`src/rtl/dss_pkg.sv`:
```
`timescale 1ns/1ps
package dss_pkg;
  typedef enum logic [2:0] {
    ST_IDLE, ST_LEAD, ST_HI, ST_LO, ST_LAG, ST_GAP
  } dss_state_e;

  typedef enum logic {
    SRC_CMD  = 1'b0,
    SRC_AUTO = 1'b1
  } dss_src_e;
endpackage

```
`src/rtl/dss_sampler.sv`:
```
`timescale 1ns/1ps
// Registers the pin word each clock and keeps the copy of the last pin frame sent.
module dss_sampler #(
  parameter int FW = 16
) (
  input  logic          clk,
  input  logic          rst,
  input  logic [FW-1:0] pins,
  input  logic          take,
  output logic [FW-1:0] snap,
  output logic [FW-1:0] last_sent,
  output logic          differs
);
  always_ff @(posedge clk) begin
    if (rst) begin
      snap      <= '0;
      last_sent <= '0;
    end else begin
      snap <= pins;
      if (take) last_sent <= snap;
    end
  end

  assign differs = (snap != last_sent);
endmodule

```
`src/rtl/dss_profile_mux.sv`:
```
`timescale 1ns/1ps
// Picks one timing profile out of the flattened profile vectors.
module dss_profile_mux #(
  parameter int NPROF = 2,
  parameter int CW    = 8,
  parameter int PSW   = 1
) (
  input  logic [PSW-1:0]      sel,
  input  logic [NPROF*CW-1:0] all_div,
  input  logic [NPROF*CW-1:0] all_lead,
  input  logic [NPROF*CW-1:0] all_lag,
  input  logic [NPROF*CW-1:0] all_gap,
  output logic [CW-1:0]       div_eff,
  output logic [CW-1:0]       lead,
  output logic [CW-1:0]       lag,
  output logic [CW-1:0]       gap
);
  logic [CW-1:0] div_raw;

  always_comb begin
    div_raw = all_div[CW-1:0];
    lead    = all_lead[CW-1:0];
    lag     = all_lag[CW-1:0];
    gap     = all_gap[CW-1:0];
    for (int i = 1; i < NPROF; i++) begin
      if (PSW'(i) == sel) begin
        div_raw = all_div[i*CW +: CW];
        lead    = all_lead[i*CW +: CW];
        lag     = all_lag[i*CW +: CW];
        gap     = all_gap[i*CW +: CW];
      end
    end
  end

  assign div_eff = (div_raw == '0) ? CW'(1) : div_raw;
endmodule

```
`src/rtl/dss_shifter.sv`:
```
`timescale 1ns/1ps
// Frame sequencer: lead, 16 mode-0 SCK periods, lag, gap.
module dss_shifter
  import dss_pkg::*;
#(
  parameter int FW = 16,
  parameter int CW = 8
) (
  input  logic          clk,
  input  logic          rst,
  input  logic          start,
  input  dss_src_e      start_src,
  input  logic [FW-1:0] start_word,
  input  logic [CW-1:0] div_eff,
  input  logic [CW-1:0] lead,
  input  logic [CW-1:0] lag,
  input  logic [CW-1:0] gap,
  input  logic          sin,
  output logic          idle,
  output logic          done,
  output dss_src_e      done_src,
  output logic [FW-1:0] rx_word,
  output logic          sck,
  output logic          sout,
  output logic          cs_cmd_n,
  output logic          cs_auto_n
);
  localparam int BW = (FW > 1) ? $clog2(FW) : 1;
  localparam logic [BW-1:0] LAST = BW'(FW - 1);

  dss_state_e    st;
  logic [CW-1:0] cnt;
  logic [BW-1:0] bitc;
  logic [FW-1:0] tx_sh;
  logic [FW-1:0] rx_sh;
  dss_src_e      src_q;

  always_ff @(posedge clk) begin
    if (rst) begin
      st        <= ST_IDLE;
      cnt       <= '0;
      bitc      <= '0;
      tx_sh     <= '0;
      rx_sh     <= '0;
      src_q     <= SRC_CMD;
      sck       <= 1'b0;
      cs_cmd_n  <= 1'b1;
      cs_auto_n <= 1'b1;
    end else begin
      case (st)
        ST_IDLE: if (start) begin
          src_q <= start_src;
          tx_sh <= start_word;
          bitc  <= '0;
          cnt   <= lead;
          st    <= ST_LEAD;
          if (start_src == SRC_CMD) cs_cmd_n  <= 1'b0;
          else                      cs_auto_n <= 1'b0;
        end
        ST_LEAD: if (cnt == '0) begin
          sck   <= 1'b1;
          rx_sh <= {rx_sh[FW-2:0], sin};
          cnt   <= div_eff - CW'(1);
          st    <= ST_HI;
        end else cnt <= cnt - CW'(1);
        ST_HI: if (cnt == '0) begin
          sck   <= 1'b0;
          tx_sh <= {tx_sh[FW-2:0], 1'b0};
          if (bitc == LAST) begin
            cnt <= lag;
            st  <= ST_LAG;
          end else begin
            bitc <= bitc + BW'(1);
            cnt  <= div_eff - CW'(1);
            st   <= ST_LO;
          end
        end else cnt <= cnt - CW'(1);
        ST_LO: if (cnt == '0) begin
          sck   <= 1'b1;
          rx_sh <= {rx_sh[FW-2:0], sin};
          cnt   <= div_eff - CW'(1);
          st    <= ST_HI;
        end else cnt <= cnt - CW'(1);
        ST_LAG: if (cnt == '0) begin
          cs_cmd_n  <= 1'b1;
          cs_auto_n <= 1'b1;
          cnt       <= gap;
          st        <= ST_GAP;
        end else cnt <= cnt - CW'(1);
        ST_GAP: if (cnt == '0) st <= ST_IDLE;
                else cnt <= cnt - CW'(1);
        default: st <= ST_IDLE;
      endcase
    end
  end

  assign idle     = (st == ST_IDLE);
  assign done     = (st == ST_LAG) && (cnt == '0);
  assign done_src = src_q;
  assign rx_word  = rx_sh;
  assign sout     = tx_sh[FW-1];
endmodule

```
`src/rtl/dual_src_spi_master.sv`:
```
`timescale 1ns/1ps
module dual_src_spi_master
  import dss_pkg::*;
#(
  parameter int FW    = 16,
  parameter int NPROF = 2,
  parameter int CW    = 8,
  parameter int PSW   = (NPROF > 1) ? $clog2(NPROF) : 1
) (
  input  logic                clk,
  input  logic                rst,
  input  logic                cmd_valid,
  input  logic [FW-1:0]       cmd_data,
  input  logic [PSW-1:0]      cmd_prof,
  output logic                cmd_ready,
  output logic                rx_valid,
  output logic [FW-1:0]       rx_data,
  input  logic                rx_ready,
  output logic                rx_ovf,
  input  logic [FW-1:0]       par_in,
  output logic [FW-1:0]       par_out,
  output logic [FW-1:0]       cmp_out,
  input  logic                auto_en,
  input  logic [PSW-1:0]      auto_prof,
  input  logic [NPROF*CW-1:0] prof_div,
  input  logic [NPROF*CW-1:0] prof_lead,
  input  logic [NPROF*CW-1:0] prof_lag,
  input  logic [NPROF*CW-1:0] prof_gap,
  output logic                sck,
  output logic                sout,
  input  logic                sin,
  output logic                cs_cmd_n,
  output logic                cs_auto_n,
  output logic                busy
);
  logic          idle, done, differs;
  logic          start_cmd, start_auto, start;
  dss_src_e      start_src, done_src;
  logic [FW-1:0] snap, rx_word;
  logic [PSW-1:0] cur_prof, pick_prof;
  logic [CW-1:0] div_eff, lead, lag, gap;

  // Frame-boundary arbitration: a waiting command always wins.
  assign start_cmd  = idle && cmd_valid;
  assign start_auto = idle && !cmd_valid && auto_en && differs;
  assign start      = start_cmd || start_auto;
  assign start_src  = start_cmd ? SRC_CMD : SRC_AUTO;
  assign pick_prof  = idle ? (cmd_valid ? cmd_prof : auto_prof) : cur_prof;

  always_ff @(posedge clk) begin
    if (rst) cur_prof <= '0;
    else if (start) cur_prof <= pick_prof;
  end

  dss_sampler #(.FW(FW)) u_samp (
    .clk(clk), .rst(rst), .pins(par_in), .take(start_auto),
    .snap(snap), .last_sent(cmp_out), .differs(differs)
  );

  dss_profile_mux #(.NPROF(NPROF), .CW(CW), .PSW(PSW)) u_prof (
    .sel(pick_prof), .all_div(prof_div), .all_lead(prof_lead),
    .all_lag(prof_lag), .all_gap(prof_gap),
    .div_eff(div_eff), .lead(lead), .lag(lag), .gap(gap)
  );

  dss_shifter #(.FW(FW), .CW(CW)) u_shift (
    .clk(clk), .rst(rst), .start(start), .start_src(start_src),
    .start_word(start_cmd ? cmd_data : snap),
    .div_eff(div_eff), .lead(lead), .lag(lag), .gap(gap), .sin(sin),
    .idle(idle), .done(done), .done_src(done_src), .rx_word(rx_word),
    .sck(sck), .sout(sout), .cs_cmd_n(cs_cmd_n), .cs_auto_n(cs_auto_n)
  );

  // Return-data routing, registered on the chip-select release edge.
  always_ff @(posedge clk) begin
    if (rst) begin
      rx_valid <= 1'b0;
      rx_data  <= '0;
      rx_ovf   <= 1'b0;
      par_out  <= '0;
    end else begin
      rx_valid <= 1'b0;
      if (done) begin
        if (done_src == SRC_AUTO) par_out <= rx_word;
        else if (rx_ready) begin
          rx_valid <= 1'b1;
          rx_data  <= rx_word;
        end else rx_ovf <= 1'b1;
      end
    end
  end

  assign cmd_ready = idle;
  assign busy      = !idle;
endmodule

```
`config.mk`:
```
export PLATFORM = sky130hd
export DESIGN_NAME = dual_src_spi_master
export DESIGN_NICKNAME = d
export VERILOG_FILES = /design/src/rtl/dss_pkg.sv /design/src/rtl/dss_sampler.sv /design/src/rtl/dss_profile_mux.sv /design/src/rtl/dss_shifter.sv /design/src/rtl/dual_src_spi_master.sv
export SDC_FILE = /design/constraint.sdc
export NUM_CORES = 1
export LEC_CHECK = 0
export CORE_ASPECT_RATIO = 1.25
export CORE_MARGIN = 2
export CORE_UTILIZATION = 57
export DETAILED_ROUTE_END_ITERATION = 6
export DONT_BUFFER_PORTS = 1
export GPL_TIMING_DRIVEN = 0
export PLACE_DENSITY = 0.83
export SYNTH_ARGS = -nofsm -noshare
export SYNTH_HDL_FRONTEND = slang
export SYNTH_SLANG_ARGS = --single-unit
```
`constraint.sdc`:
```
create_clock -name clk -period 3.1 [get_ports clk]
set_input_delay 0.31 -clock clk [delete_from_list [all_inputs] [get_ports clk]]
set_output_delay 0.31 -clock clk [all_outputs]
set_load 0.03 [all_outputs]
```
==> flow_summary.ini, run 1 <==
[routing]
drt-wirelength-per-cell_um = 19.7
antenna_left = 0
via_count = 5441
vias_per_cell = 6.21
dr.pass1.iters = 6
drcViolationCount = 0
wl_um = 17200
drt_iter0_markers = 270

[grt]
grt_use_total_pct = 30.7
grt_pass1_vias = 5377
grt.overflow.total = 0
grt_start_max_net_pins = 17
antenna_found_initial = 0
grt_pass1_wl_um = 26200

[power_and_ir_drop]
clockPowerShare_pct = 34.7
switching_power_w = 0.00193
power_frac_seq_pct = 32.6
vdd_ir_drop_max_v = 0.000460
pwr-share-comb_pct = 32.8
cellPowerDensity_nw_per_um2 = 830
netSwitchingFraction_pct = 34.1
leakagePower_nw = 2.53
p_int_w = 0.00372

[worst_setup_path]
rrSetupSlack_ps = -120
required_ps = 3360
crit_path_end_kind = register
cp-start-kind = register
cp_max_fo = 6
arrival_ps = 3490
r2r_cells = 14
critical_path_class = register to register

[logic_synthesis]
yosysSeqAreaShare_pct = 40.7
yosysTopAreaCell = dfxtp_1
synth_top_area_share_pct = 40.7
yosysWarnings = 0
synth_edf_count = 0
syn_area_um2 = 5810
yosys-top-cells-area = dfxtp_1 (41%), mux2i_1 (13%), nand2_1 (9.2%)
synth.distinct_cells = 59
syn_inst = 702
syn_nets = 810
synth_seq_cells = 118
async_flop_share_pct = 0
syn_area_per_cell_um2 = 8.27
synth_ff_type = dfxtp_1

[die]
coreArea_um2 = 10000
die_w_um = 94.3
die_h_um = 117
die_area_um2 = 11000
rows = 41
ioPinCount = 160
initial_core_util_pct = 58.0

[place]
dp.cells = 831
gp_congestion = 0.917
hpwl_um = 12100
port-buffer-count = 0

[layout]
fin_util_pct = 67.9
final_common_cell = nand2_1
syn2layout_area_growth_pct = 17.0
layout.cells.non_filler = 876
drive_above_1_share_pct = 11.8
final_cell_mix = nand2_1 (142), dfxtp_1 (116), mux2i_1 (73)
diodes = 0
layout.nets = 844

[clock_tree]
cts_root_buf = clkbuf_16
clkSinkCount = 118
clk_pin_slew_ps = 50
insertion_delay_ps = 410
cts_tree = built
htree_levels = 4
clockBufferDepth = 2
cts_buffers = 17

[min_path]
hold_path.class = input pin to register
worstHoldPathCells = 1

[sta]
slew_violations = 0
whs_ps = 27.0
rsz0062_at_grt = yes
hold_viol = 0
tightestPinTransition_ps = 827
relSlewSlack_pct = 44.9
fmax_mhz = 310
skew_ps = 10.8
period_minus_slack_ps = 3220
setup_ws_ps = -124
setup_viol_count_final = 2
fin_crit_sh_pct = 104

[outcome]
status = finished, violations left
violations = negative setup slack

[flow_run]
maxCapViolations = 0
## synth_stat cells, types with 3 or more instances
cell	instances
a21oi_1	72
a221oi_1	3
a311oi_1	4
and3_1	3
buf_2	10
clkbuf_1	26
dfxtp_1	118
ha_1	4
inv_1	7
mux2_2	5
mux2i_1	73
nand2_1	142
nand3_1	11
nand4_1	6
nor2_1	64
nor2b_1	17
nor3_1	9
nor3b_1	6
nor4_1	7
o211ai_1	4
o21ai_0	24
o22a_1	3
o22ai_1	4
o31ai_1	4
o32ai_1	3
or2_2	4
or3_1	3
xnor2_1	22
xor2_1	6
## registers in the layout, indices dropped and copies added (netlist names)
signal,count
u_shift.cs_auto_n,1
u_shift.cs_cmd_n,1
par_out,16
u_shift.tx_sh,16
u_shift.rx_word,16
u_shift.bitc,4
u_samp.last_sent,16
cur_prof,1
u_shift.sck,1
rx_ovf,1
rx_valid,1
u_samp.snap,16
u_shift.st,3
u_shift.cnt,8
u_shift.done_src,1
rx_data,16
## per-stage QoR
step / TNS [ps] / total power [W] / setup slack (ps) / instance area (um^2)
2_1_floorplan: 0 / 0.00309 / 8.50 / 5830
3_3_place_gp: -1690 / 0.00345 / -484 / 5990
3_5_place_dp: -2610 / 0.00349 / -551 / 5990
4_1_cts: -32.5 / 0.00560 / -32.5 / 6770
5_1_grt: -472 / 0.00588 / -262 / 6800
6_report: -248 / 0.00564 / -124 / 6800
## routing by layer
metal / vias to the layer above / wire length (um) / track usage (%)
li1: 2510 / - / -
met1: 2601 / 6480 / 33.8
met2: 274 / 8780 / 54.4
met3: 56 / 1360 / 8.51
met4: 0 / 595 / 14.9
met5: - / 0 / 0
## critical path, cell delays in order (launching register included)
cell and delay [ps]:
dfxtp_2 350, nor3_4 530, mux2i_1 330, buf_4 190, buf_12 110, buf_12 90, mux2i_1 190, ha_2 260
nor3b_2 200, xor2_1 80, nor2_1 120, a211oi_2 70, or3_1 400, nand3_2 100, a21oi_1 60
## power by group through the flow
stage,logic [W],registers (W),clock network (W)
finish,0.00185,0.00184,0.00196
global placement,0.00160,0.00185,0
floorplan,0.00128,0.00181,0
CTS,0.00179,0.00183,0.00198
global route,0.00199,0.00185,0.00204
detailed placement,0.00163,0.00186,0
## final cells by class
cell class,count,area [um^2]
clock inverters,12,155
clock buffers,18,439
inverters,7,26.3
well taps,129,161
flip-flops and latches,118,2370
repair buffers,16,120
multi-input cells,535,3300
fillers,816,3210
plain buffers,41,228
## kinds of logic (layout without fill, tap and decap cells)
logic type,count (synthesis),count (layout),synth area share (%)
and+or+nand+nor,289,289,23.0
AOI/OAI and AO/OA,136,136,13.8
adders and majority gates,4,4,0.862
muxes,78,78,13.6
xor gates and xnor gates,28,28,4.22
DFF,118,118,40.7
buffers and inverters,49,94,3.88
## timing repair
| action | in CTS | in global routing |
|---|---|---|
| hold buffers | 0 | 0 |
| gates resized for setup | 17 | 4 |
| buffers inserted | 16 | 0 |
| endpoints found under the setup margin | 15 | 25 |
| pin swaps | 8 | 8 |
| cloned | 0 | 0 |
## worst paths after layout
check,endpoint,start
setup reg to reg,u_shift.cnt[4],u_shift.st[1]
hold reg to reg,rx_data[15],u_shift.rx_word[15]
setup / recovery,u_shift.cnt[4],u_shift.st[1]
hold / removal,u_samp.snap[8],par_in[8]
Note: power is estimated with default switching activity, not from simulation.
==> inputs of run 2 (changes only) <==
- CORE_UTILIZATION: 57 -> 45
- PLACE_DENSITY: 0.83 -> 0.7
==> flow_summary.ini, run 2 (synthesis results as in run 1) <==
[outcome]
status = finished, violations left
violations = negative setup slack

[worst_setup_path]
r2r-start = u_shift.st[1]
rrSetupSlack_ps = -160
arrival_ps = 3560
cp_max_fo = 6
crit_path_end_kind = register
r2r_cells = 13
r2r_end = u_shift.cnt[6]
required_ps = 3390
crit_end = u_shift.cnt[6]
path_cells = nor3_4 > mux2i_2 > buf_6 > buf_12 > buf_12 > mux2i_1 > ha_2 > nand3_2 > xnor2_2 > mux2i_1 > a21oi_1 > o211ai_1 > a2111oi_2
crit_path_start = u_shift.st[1]
crit_slowest_cell = nor3_4
crit_path_max_incr_delay_ps = 560
cp-start-kind = register
critical_path_class = register to register

[die]
die_w_um = 106
rows = 46
ioPinCount = 160
die_area_um2 = 13800
coreArea_um2 = 12700
initial_core_util_pct = 45.8
die_h_um = 131

[sta]
setup_ws_ps = -163
fin_crit_sh_pct = 105
slew_violations = 0
skew_ps = 9.39
setup_viol_count_final = 2
hold_viol = 0
tightestPinTransition_ps = 800
period_minus_slack_ps = 3260
relSlewSlack_pct = 46.7
fmax_mhz = 306
rsz0062_at_grt = yes

[grt]
grt_pass1_wl_um = 26500
grt.overflow.total = 0
antenna_found_initial = 0
grt_pass1_vias = 5124
grt_start_max_net_pins = 17
grt_use_total_pct = 24.7

[clock_tree]
cts_buffers = 17
cts_tree = built
hold_buffers = 0
htree_levels = 4
clk_pin_slew_ps = 60
clockBufferDepth = 2
clkSinkCount = 118
insertion_delay_ps = 420
cts_root_buf = clkbuf_16

[power_and_ir_drop]
cellPowerDensity_nw_per_um2 = 831
leakagePower_nw = 2.50
vdd_ir_drop_max_v = 0.000488
total_power_w = 0.00567

[routing]
drt-wirelength-per-cell_um = 19.2
drt_iter0_markers = 222
antenna_left = 0
wl_um = 17400
via_count = 5298
drcViolationCount = 0
dr.pass1.iters = 5
vias_per_cell = 5.82

[layout]
fin_util_pct = 53.9
final_cell_mix = nand2_1 (142), dfxtp_1 (115), mux2i_1 (72)
final_common_cell = nand2_1
layout.nets = 837
drive_above_1_share_pct = 11.6
diodes = 0
syn2layout_area_growth_pct = 17.5

[place]
hpwl_um = 12900
gp_congestion = 0.925
dp_slack_ps = -814
port-buffer-count = 0

[min_path]
hold_path.class = input pin to register

[flow_run]
maxCapViolations = 0
run 2: changes by cell type in the layout (fill, tap and decap cells not counted):
| cell | delta |
|---|---|
| clkinvlp_4 | +1 |
| nor3b_4 | -1 |
| clkinv_4 | +1 |
| mux2i_1 | -1 |
| a21oi_1 | -1 |
| clkinv_2 | -1 |
| a21oi_2 | +1 |
| buf_6 | +1 |
| dfxtp_4 | +1 |
| mux2i_2 | +1 |
| dfxtp_1 | -1 |
| inv_6 | +1 |
| buf_4 | -8 |
| nor3b_2 | +1 |
run 2: layout make-up:
cell class / instances / area, um^2
well taps: 168 / 210
plain buffers: 41 / 231
clock inverters: 14 / 175
inverters: 7 / 26.3
repair buffers: 9 / 67.6
multi-input cells: 535 / 3300
fillers: 1184 / 5840
flip-flops and latches: 118 / 2370
clock buffers: 18 / 439
run 2: critical path: cells and delay by family (launching register included):
family,cells,cell delay (ps)
compound gates,3,720
buf+inv,3,340
mux,3,660
xor+xnor,1,150
flops,1,350
simple gates,2,670
fa+ha+maj,1,250
run 2: stage by stage:
stage / instance area, um^2 / instances / hold slack (ps) / setup TNS, ps
6_report: 6820 / 910 / 16.8 / -301
5_1_grt: 6820 / 910 / 14.4 / -557
4_1_cts: 6790 / 908 / 17.9 / -270
3_5_place_dp: 6040 / 870 / 444 / -2290
3_3_place_gp: 6040 / 870 / 440 / -2230
2_1_floorplan: 5830 / 702 / 438 / 0
run 2: how the worst min path moves through the flow:
stage | startpoint | to | slack [ps] | cells after the start
floorplan | par_in[0] | u_samp.snap[0] | 440 | 1
global placement | par_in[3] | u_samp.snap[3] | 440 | 1
detailed placement | par_in[3] | u_samp.snap[3] | 440 | 1
CTS | par_in[9] | u_samp.snap[9] | 20 | 1
global route | par_in[9] | u_samp.snap[9] | 10 | 1
finish | par_in[9] | u_samp.snap[9] | 20 | 1
run 2: per-layer routing:
metal	routed length, um	GRT usage, %	share of wire (%)
met1	6750	27.5	39
met2	9210	46.1	53
met3	1080	5.16	6.2
met4	391	9.83	2.2
met5	0	0	0
run 2: timing repair:
action	4_1_cts	5_1_grt
pin swaps	6	7
buffers inserted	6	3
cloned	0	0
setup endpoints to repair	9	21
gates resized for setup	22	3
run 2: where the power goes:
group	switching [W]	leakage [nW]	internal, W	total [W]
sequential	0.000179	0.962	0.00165	0.00183
combinational	0.00105	1.25	0.000756	0.00181
clock	0.000738	0.293	0.00129	0.00203
